$ cat src/rtl/csr_rmw_pkg.sv
package csr_rmw_pkg;
  typedef enum logic [1:0] {
    OP_SWAP = 2'd0,
    OP_SET  = 2'd1,
    OP_CLR  = 2'd2,
    OP_RSVD = 2'd3
  } csr_op_e;
endpackage

$ cat src/rtl/csr_rmw_opgen.sv
module csr_rmw_opgen
  import csr_rmw_pkg::*;
#(
  parameter int XLEN = 32
) (
  input  csr_op_e         op_i,
  input  logic [XLEN-1:0] src_i,
  input  logic            src_nz_i,
  output logic [XLEN-1:0] val_o,
  output logic [XLEN-1:0] mask_o,
  output logic            op_bad_o
);
  always_comb begin
    val_o    = '0;
    mask_o   = '0;
    op_bad_o = 1'b0;
    unique case (op_i)
      OP_SWAP: begin
        val_o  = src_i;
        mask_o = '1;
      end
      OP_SET: begin
        val_o  = '1;
        mask_o = src_nz_i ? src_i : '0;
      end
      OP_CLR: begin
        val_o  = '0;
        mask_o = src_nz_i ? src_i : '0;
      end
      default: op_bad_o = 1'b1;
    endcase
  end
endmodule

$ cat src/rtl/csr_rmw_guard.sv
module csr_rmw_guard (
  input  logic [3:0] cls_i,   // addr[11:8]: [3:2] access kind, [1:0] min privilege
  input  logic [1:0] priv_i,
  input  logic       hit_i,
  input  logic       mask_nz_i,
  input  logic       op_bad_i,
  output logic       illegal_o
);
  logic ro;
  logic low_priv;

  assign ro        = (cls_i[3:2] == 2'b11);
  assign low_priv  = (priv_i < cls_i[1:0]);
  assign illegal_o = op_bad_i | ~hit_i | low_priv | (ro & mask_nz_i);
endmodule

$ cat src/rtl/csr_rmw_file.sv
module csr_rmw_file #(
  parameter int XLEN    = 32,
  parameter int ADDR_W  = 12,
  parameter int NUM_CSR = 4,
  parameter logic [NUM_CSR-1:0][ADDR_W-1:0] CSR_ADDR = {12'hF11, 12'h340, 12'h140, 12'h040},
  parameter logic [NUM_CSR-1:0][XLEN-1:0]   CSR_RST  = {32'h0000_0489, 32'h0, 32'h0000_00A0, 32'h0}
) (
  input  logic              clk_i,
  input  logic              rst_ni,
  input  logic [ADDR_W-1:0] addr_i,
  input  logic              we_i,
  input  logic [XLEN-1:0]   wval_i,
  input  logic [XLEN-1:0]   wmask_i,
  output logic              hit_o,
  output logic [XLEN-1:0]   rdata_o
);
  logic [NUM_CSR-1:0]           hit;
  logic [NUM_CSR-1:0][XLEN-1:0] cur;

  for (genvar i = 0; i < NUM_CSR; i++) begin : g_csr
    localparam logic IS_RO = (CSR_ADDR[i][ADDR_W-1 -: 2] == 2'b11);
    assign hit[i] = (addr_i == CSR_ADDR[i]);
    if (IS_RO) begin : g_ro
      assign cur[i] = CSR_RST[i];
    end else begin : g_rw
      always_ff @(posedge clk_i or negedge rst_ni) begin
        if (!rst_ni) cur[i] <= CSR_RST[i];
        else if (we_i && hit[i]) cur[i] <= (cur[i] & ~wmask_i) | (wval_i & wmask_i);
      end
    end
  end

  always_comb begin
    rdata_o = '0;
    for (int i = 0; i < NUM_CSR; i++) begin
      if (hit[i]) rdata_o = rdata_o | cur[i];
    end
  end

  assign hit_o = |hit;
endmodule

$ cat src/rtl/csr_rmw_unit.sv
module csr_rmw_unit
  import csr_rmw_pkg::*;
#(
  parameter int XLEN    = 32,
  parameter int ADDR_W  = 12,
  parameter int NUM_CSR = 4,
  parameter logic [NUM_CSR-1:0][ADDR_W-1:0] CSR_ADDR = {12'hF11, 12'h340, 12'h140, 12'h040},
  parameter logic [NUM_CSR-1:0][XLEN-1:0]   CSR_RST  = {32'h0000_0489, 32'h0, 32'h0000_00A0, 32'h0}
) (
  input  logic              clk_i,
  input  logic              rst_ni,
  input  logic              req_valid_i,
  input  logic [1:0]        op_i,
  input  logic [ADDR_W-1:0] addr_i,
  input  logic [XLEN-1:0]   src_i,
  input  logic              src_nz_i,
  input  logic [1:0]        priv_i,
  output logic              rsp_valid_o,
  output logic              rsp_illegal_o,
  output logic [XLEN-1:0]   rdata_o,
  output logic              wr_valid_o,
  output logic [XLEN-1:0]   wr_val_o,
  output logic [XLEN-1:0]   wr_mask_o
);
  localparam int CLS_MSB = ADDR_W - 1;

  csr_op_e         op_e;
  logic [XLEN-1:0] val_c, mask_c, old_c;
  logic            op_bad_c, hit_c, illegal_c, we_c;

  assign op_e = csr_op_e'(op_i);

  csr_rmw_opgen #(.XLEN(XLEN)) u_opgen (
    .op_i     (op_e),
    .src_i    (src_i),
    .src_nz_i (src_nz_i),
    .val_o    (val_c),
    .mask_o   (mask_c),
    .op_bad_o (op_bad_c)
  );

  csr_rmw_guard u_guard (
    .cls_i     (addr_i[CLS_MSB -: 4]),
    .priv_i    (priv_i),
    .hit_i     (hit_c),
    .mask_nz_i (|mask_c),
    .op_bad_i  (op_bad_c),
    .illegal_o (illegal_c)
  );

  // commit only accepted accesses that actually touch bits
  assign we_c = req_valid_i & ~illegal_c & (|mask_c);

  csr_rmw_file #(
    .XLEN(XLEN), .ADDR_W(ADDR_W), .NUM_CSR(NUM_CSR),
    .CSR_ADDR(CSR_ADDR), .CSR_RST(CSR_RST)
  ) u_file (
    .clk_i   (clk_i),
    .rst_ni  (rst_ni),
    .addr_i  (addr_i),
    .we_i    (we_c),
    .wval_i  (val_c),
    .wmask_i (mask_c),
    .hit_o   (hit_c),
    .rdata_o (old_c)
  );

  always_ff @(posedge clk_i or negedge rst_ni) begin
    if (!rst_ni) begin
      rsp_valid_o   <= 1'b0;
      rsp_illegal_o <= 1'b0;
      rdata_o       <= '0;
      wr_valid_o    <= 1'b0;
      wr_val_o      <= '0;
      wr_mask_o     <= '0;
    end else begin
      rsp_valid_o <= req_valid_i;
      wr_valid_o  <= we_c;
      if (req_valid_i) begin
        rsp_illegal_o <= illegal_c;
        rdata_o       <= illegal_c ? '0 : old_c;
        wr_val_o      <= val_c;
        wr_mask_o     <= mask_c;
      end else begin
        rsp_illegal_o <= 1'b0;
      end
    end
  end
endmodule

$ cat config.mk
export PLATFORM = sky130hd
export DESIGN_NAME = csr_rmw_unit
export DESIGN_NICKNAME = d
export VERILOG_FILES = /design/src/rtl/csr_rmw_pkg.sv /design/src/rtl/csr_rmw_opgen.sv /design/src/rtl/csr_rmw_guard.sv /design/src/rtl/csr_rmw_file.sv /design/src/rtl/csr_rmw_unit.sv
export SDC_FILE = /design/constraint.sdc
export NUM_CORES = 1
export LEC_CHECK = 0
export BUFFER_PORTS_ARGS = -buffer_cell sky130_fd_sc_hd__buf_2
export CAP_MARGIN = 10
export CORE_MARGIN = 4
export CORE_UTILIZATION = 28
export CTS_CLUSTER_SIZE = 40
export DETAILED_ROUTE_END_ITERATION = 7
export GPL_TIMING_DRIVEN = 0
export HOLD_SLACK_MARGIN = 0.1
export PLACE_DENSITY = 0.56
export SLEW_MARGIN = 0
export SYNTH_ARGS = -nofsm -noshare
export SYNTH_HDL_FRONTEND = slang
export SYNTH_HIERARCHICAL = 1
export SYNTH_SLANG_ARGS = --single-unit
export TNS_END_PERCENT = 30
$ cat constraint.sdc
create_clock -name clk_i -period 1.4 [get_ports clk_i]
set_input_delay 0 -clock clk_i [delete_from_list [all_inputs] [get_ports clk_i]]
set_output_delay 0 -clock clk_i [all_outputs]
set_load 0.02 [all_outputs]
# After elaboration in Yosys (flattened, before gate mapping)
# Cells that the tools add are included.
[classes]
bitwise_logic = 18
n_lt_le_gt_ge = 1
muxes = 10
reduce_logical = 8
n_eq_ne = 7
[ops]
columns = ["cell", "count"]
rows = [
  ["32-bit two-way mux", 5],
  ["32-bit bitwise OR", 5],
  ["32-bit bitwise AND", 4],
  ["32-bit case mux with 2 select lines", 2],
  ["32-bit inverter", 1],
  ["32-bit OR reduction", 1],
  ["12-bit by 10-bit equality test with 1-bit output, second input constant", 1],
  ["12-bit equality test, second input constant", 1],
  ["12-bit by 7-bit equality test with 1-bit output, second input constant", 1],
  ["12-bit by 9-bit equality test with 1-bit output, second input constant", 1],
  ["11-bit two-way mux", 1],
  ["2-bit equality test, second input constant", 2],
  ["4-bit OR reduction", 1],
  ["1-bit bitwise AND", 3],
  ["1-bit logical AND", 3],
  ["1-bit bitwise OR", 3],
  ["3-bit OR reduction", 1],
  ["2-bit by 1-bit equality test with 1-bit output, second input constant", 1],
  ["2-bit logical NOT", 1],
  ["2-bit less-than comparator", 1],
  ["1-bit two-way mux", 2],
  ["1-bit inverter", 2],
  ["2-bit OR reduction", 1],
]
[word_totals]
ff_bits = 195
wordCells = 53

# Logic depth before layout (Yosys ltp)
[logic_depth]
depth_word = 10
depth_mapped = 19

# Modules after synthesis
# Netlist, hierarchy kept.
[by_module_without_submodules]
columns = ["module", "cells_per_inst", "seq_area_each_um2", "instances", "area_each_um2"]
rows = [
  ["csr_rmw_file", 534, 2404.8, 1, 6316.1],
  ["csr_rmw_unit", 290, 2477.4, 1, 4139.0],
  ["csr_rmw_opgen", 121, 0.0, 1, 780.7],
  ["csr_rmw_guard", 6, 0.0, 1, 43.8],
]

# Least setup slack after synthesis
# OpenSTA, ideal clock, no wires.
[synth_path]
kind = "input to register"
start = "input op_i[0]"
end = "register with a tool-made name"
path_buffers = 4
required_ps = 1275
slack_ps = -2083
stages = 18
arrival_ps = 3359
setup_time_ps = 125
cell_sequence = "inv_1 -> ha_1 -> clkbuf_4 -> a31oi_1 -> nor2_1 -> nor4_1 -> nand4_1 -> or2_1 -> nand3_1 -> nand4bb_1 -> nor2b_1 -> o21a_1 -> clkbuf_1 -> clkbuf_1 -> clkbuf_1 -> nand3b_1 -> nor4_2 -> mux2_2"
[synth_rtl]
columns = ["item", "line_no", "rtl"]
rows = [
  ["start, declared", "csr_rmw_unit.sv:13", "input logic [1:0] op_i,"],
]

==> flow_summary.yaml <==
detailed_routing:
  finalWirelength_mm: 39.5
  route.detailed.wl_per_inst_um: 22.8
  highest-signal-layer: "met5"
  drc_errors: 0
  detail_route.wirelength.met1_mm: 17.7
  via_count_of_the_routed_design: 8863
  met2RoutedLength_mm: 19.1
  drt_iter0_markers: 515
  drtPass1Iterations: 5
  vias_per_cell: 5.12
  wl_met3_mm: 2.06
  ant_nets: 0
finish:
  flow.area_growth_from_synthesis_pct: 34.9
  final_common_cell: "sky130_fd_sc_hd__dfrtp_1"
  layout_common_cells: "193 x sky130_fd_sc_hd__dfrtp_1, 166 x sky130_fd_sc_hd__buf_2, 79 x sky130_fd_sc_hd__mux2_4, 72 x sky130_fd_sc_hd__nor4_2, 62 x sky130_fd_sc_hd__nand3b_1"
  final_core_utilization: 0.382
  nets: 1247
  final_layout_size_suffix_gt1_frac: 0.477
worst_setup_path:
  worstPathMaxFanout: 7
  crit_path_top_delay_cell: "sky130_fd_sc_hd__mux2_4"
  critical_path_buf_inv_count: 7
  endpoint_kind: "register"
  kind_of_cell_adding_the_most_delay_to_the_critical_path: "simple AND/OR/NAND/NOR gates"
  r2r_cells: 5
  setup.reg_to_reg.worst_slack_ns: -0.07
  worst_setup_path_start_kind: "primary input"
  critical_path.cell_chain: "buf_8 > inv_4 > ha_4 > clkbuf_16 > a31oi_1 > nor2_2 > nor4_4 > nand4_1 > or2_1 > nand3_2 > nand4bb_4 > nor2b_4 > o21a_4 > buf_12 > buf_8 > buf_8 > buf_12 > nand3_1 > nor4_4 > mux2_4"
  crit_top_cell: "sky130_fd_sc_hd__buf_8"
  criticalPathCategory: "primary input to register"
  critPathRequiredTime_ns: 1.74
  max_stage_delay_ns: 0.33
  critical_path_depth: 20
  worst-endpoint-arrival_ns: 3.39
  r2r-end: "rdata_o[7]"
pwr:
  vdd_ir_drop_max_mv: 0.792
  p_leak_nw: 6.85
  p_per_area_nw_per_um2: 900
logic_synthesis:
  synthesis.instances: 951
  yosysWarnings: 6
  yosysSeqAreaShare: 0.433
  synthesis.area_per_instance_um2: 11.9
  synth_enable_flop_cells: 0
  mappedNetlistArea_um2: 11300
  synth_cell_type_count: 41
  prevailing_post_synth_register_cell: "sky130_fd_sc_hd__dfrtp_1"
  postSynthRegisterBits: 195
  asyncSetResetFlopFracSynth: 1.00
  syn_nets: 1008
placement:
  dp_hpwl_mm: 27.0
  place_ws_ns: -3.90
  portBuffers: 150
  gp_congestion: 0.835
floorplanning:
  pin_count: 151
  row_count: 73
  die-height_um: 209
  initial_core_util: 0.283
  die-area_um2: 43600
  die_x_um: 209
  fp.coreArea_um2: 39800
sta:
  period_share: 2.18
  postLayoutSetupSlackWorst_ns: -1.65
  timing.setup.tns_ns: -176.01
  relSlewSlack: 0.198
  skew_ns: 0.0109
  worst_pin_slew_ns: 1.20
  drv_slew: 0
  finalHoldViolations: 0
  fmax_ghz: 0.328
  setup_violations: 130
  grt_setup_unrepaired: "yes"
  fin_worst_hold_slack_ns: 0.122
  finalCriticalPeriod_ns: 3.05
grt:
  groute.usage.overall: 0.176
  grt_max_degree: 107
  grt_pass1_wl_mm: 58.9
  number_of_antenna_violations_at_the_first_check_in_global_routing: 3
  first_global_vias: 9227
  overflow_left_after_global_routing: 0
cts:
  cts_buffers: 17
  worst_setup_hold_path_clk_slew_ns: 0.08
  cts_tree: "done"
  clock_tree.htree_level_count: 4
  max-clock-path-buffers: 2
  clock_insertion_delay_at_the_later_pin_of_the_skew_report_ns: 0.45
  cts_sinks: 195
  ctsRootBufferMaster: "sky130_fd_sc_hd__clkbuf_16"
job:
  max-cap-violations: 0
status:
  outcome: "finished with violations"
  violations: "negative setup slack"
min_path:
  hold_path_class: "primary input to async pin"
worst register-to-register path, cell delays in order (launching register included):
cell and delay (ns):
sky130_fd_sc_hd__dfstp_2 0.54, sky130_fd_sc_hd__mux2i_1 0.06, sky130_fd_sc_hd__or4_1 0.46, sky130_fd_sc_hd__o221ai_1 0.11
sky130_fd_sc_hd__nand3b_1 0.13, sky130_fd_sc_hd__o21ai_0 0.09
metrics by stage:
step | power [W] | area [µm²] | cells
final | 0.0137 | 15200 | 1730
after global routing | 0.0142 | 15200 | 1730
after CTS | 0.0138 | 14700 | 1719
after detailed placement | 0.00827 | 12800 | 1627
after global placement | 0.00825 | 12800 | 1626
after floorplan | 0.00737 | 11400 | 951
where the power goes:
group	switching (W)	total, W	internal [W]
logic	0.00157	0.00254	0.000979
clock network	0.00244	0.00519	0.00275
registers	0.000118	0.00597	0.00585
worst max-delay path by stage:
| stage | to | from |
|---|---|---|
| global placement | register | op_i[1] |
| CTS | register | op_i[0] |
| global route | register | op_i[0] |
| floorplan | register | op_i[1] |
| finish | register | op_i[0] |
| detailed placement | register | op_i[1] |
synth_stat cells (5+ instances only):
master | number | share of area
sky130_fd_sc_hd__a21o_1 | 32 | 0.021
sky130_fd_sc_hd__a31oi_1 | 32 | 0.018
sky130_fd_sc_hd__buf_1 | 5 | 0.0017
sky130_fd_sc_hd__buf_2 | 18 | 0.0080
sky130_fd_sc_hd__buf_4 | 9 | 0.0060
sky130_fd_sc_hd__buf_6 | 28 | 0.028
sky130_fd_sc_hd__clkbuf_1 | 36 | 0.012
sky130_fd_sc_hd__dfrtp_1 | 193 | 0.43
sky130_fd_sc_hd__ha_1 | 5 | 0.0055
sky130_fd_sc_hd__inv_1 | 39 | 0.013
sky130_fd_sc_hd__mux2_1 | 77 | 0.077
sky130_fd_sc_hd__mux2_2 | 26 | 0.026
sky130_fd_sc_hd__mux2_4 | 57 | 0.076
sky130_fd_sc_hd__mux2i_1 | 32 | 0.028
sky130_fd_sc_hd__nand2_1 | 36 | 0.012
sky130_fd_sc_hd__nand3_1 | 33 | 0.015
sky130_fd_sc_hd__nand3b_1 | 62 | 0.041
sky130_fd_sc_hd__nor2_1 | 33 | 0.011
sky130_fd_sc_hd__nor4_1 | 24 | 0.013
sky130_fd_sc_hd__nor4_2 | 70 | 0.078
sky130_fd_sc_hd__nor4_4 | 10 | 0.019
sky130_fd_sc_hd__o21ai_0 | 33 | 0.015
sky130_fd_sc_hd__o2bb2ai_1 | 28 | 0.022
sky130_fd_sc_hd__or4_1 | 5 | 0.0033
layer usage:
metal / up-vias / GRT usage
met4: 2 / 0.0497
met3: 36 / 0.0324
met2: 258 / 0.286
li1: 4001 / -
met1: 4566 / 0.240
met5: - / 0
what timing repair did:
item                                    in CTS  in global routing
hold buffers                                34                  0
cloned                                       3                  2
hold endpoints to repair                   216                  0
setup buffers                               24                 11
endpoints found under the setup margin     130                130
pin swaps                                   16                 13
resized for setup                          133                106
cells by family (layout without fill, tap and decap cells):
logic type / Yosys count / after routing / share of synthesized area
multiplexers: 192 / 192 / 0.207
buffers and inverters: 138 / 390 / 0.0712
flip-flops: 195 / 195 / 0.433
adder cells (fa/ha/maj): 5 / 5 / 0.00555
AND/OR/NAND/NOR: 289 / 289 / 0.203
other: 0 / 2 / 0
AO/OA/AOI/OAI: 132 / 132 / 0.0804
final cells by class:
class                           count  area, µm²
Timing Repair Buffer              223       1590
Multi-Input combinational cell    618       6450
Tap cell                          525        657
Clock buffer                       18        439
Inverter                           39        161
Buffer                             96        862
Sequential cell                   195       4880
Clock inverter                     14        171
Antenna cell                        2       5.00
Fill cell                        3940      24600
(Power assumes the default switching activity.)
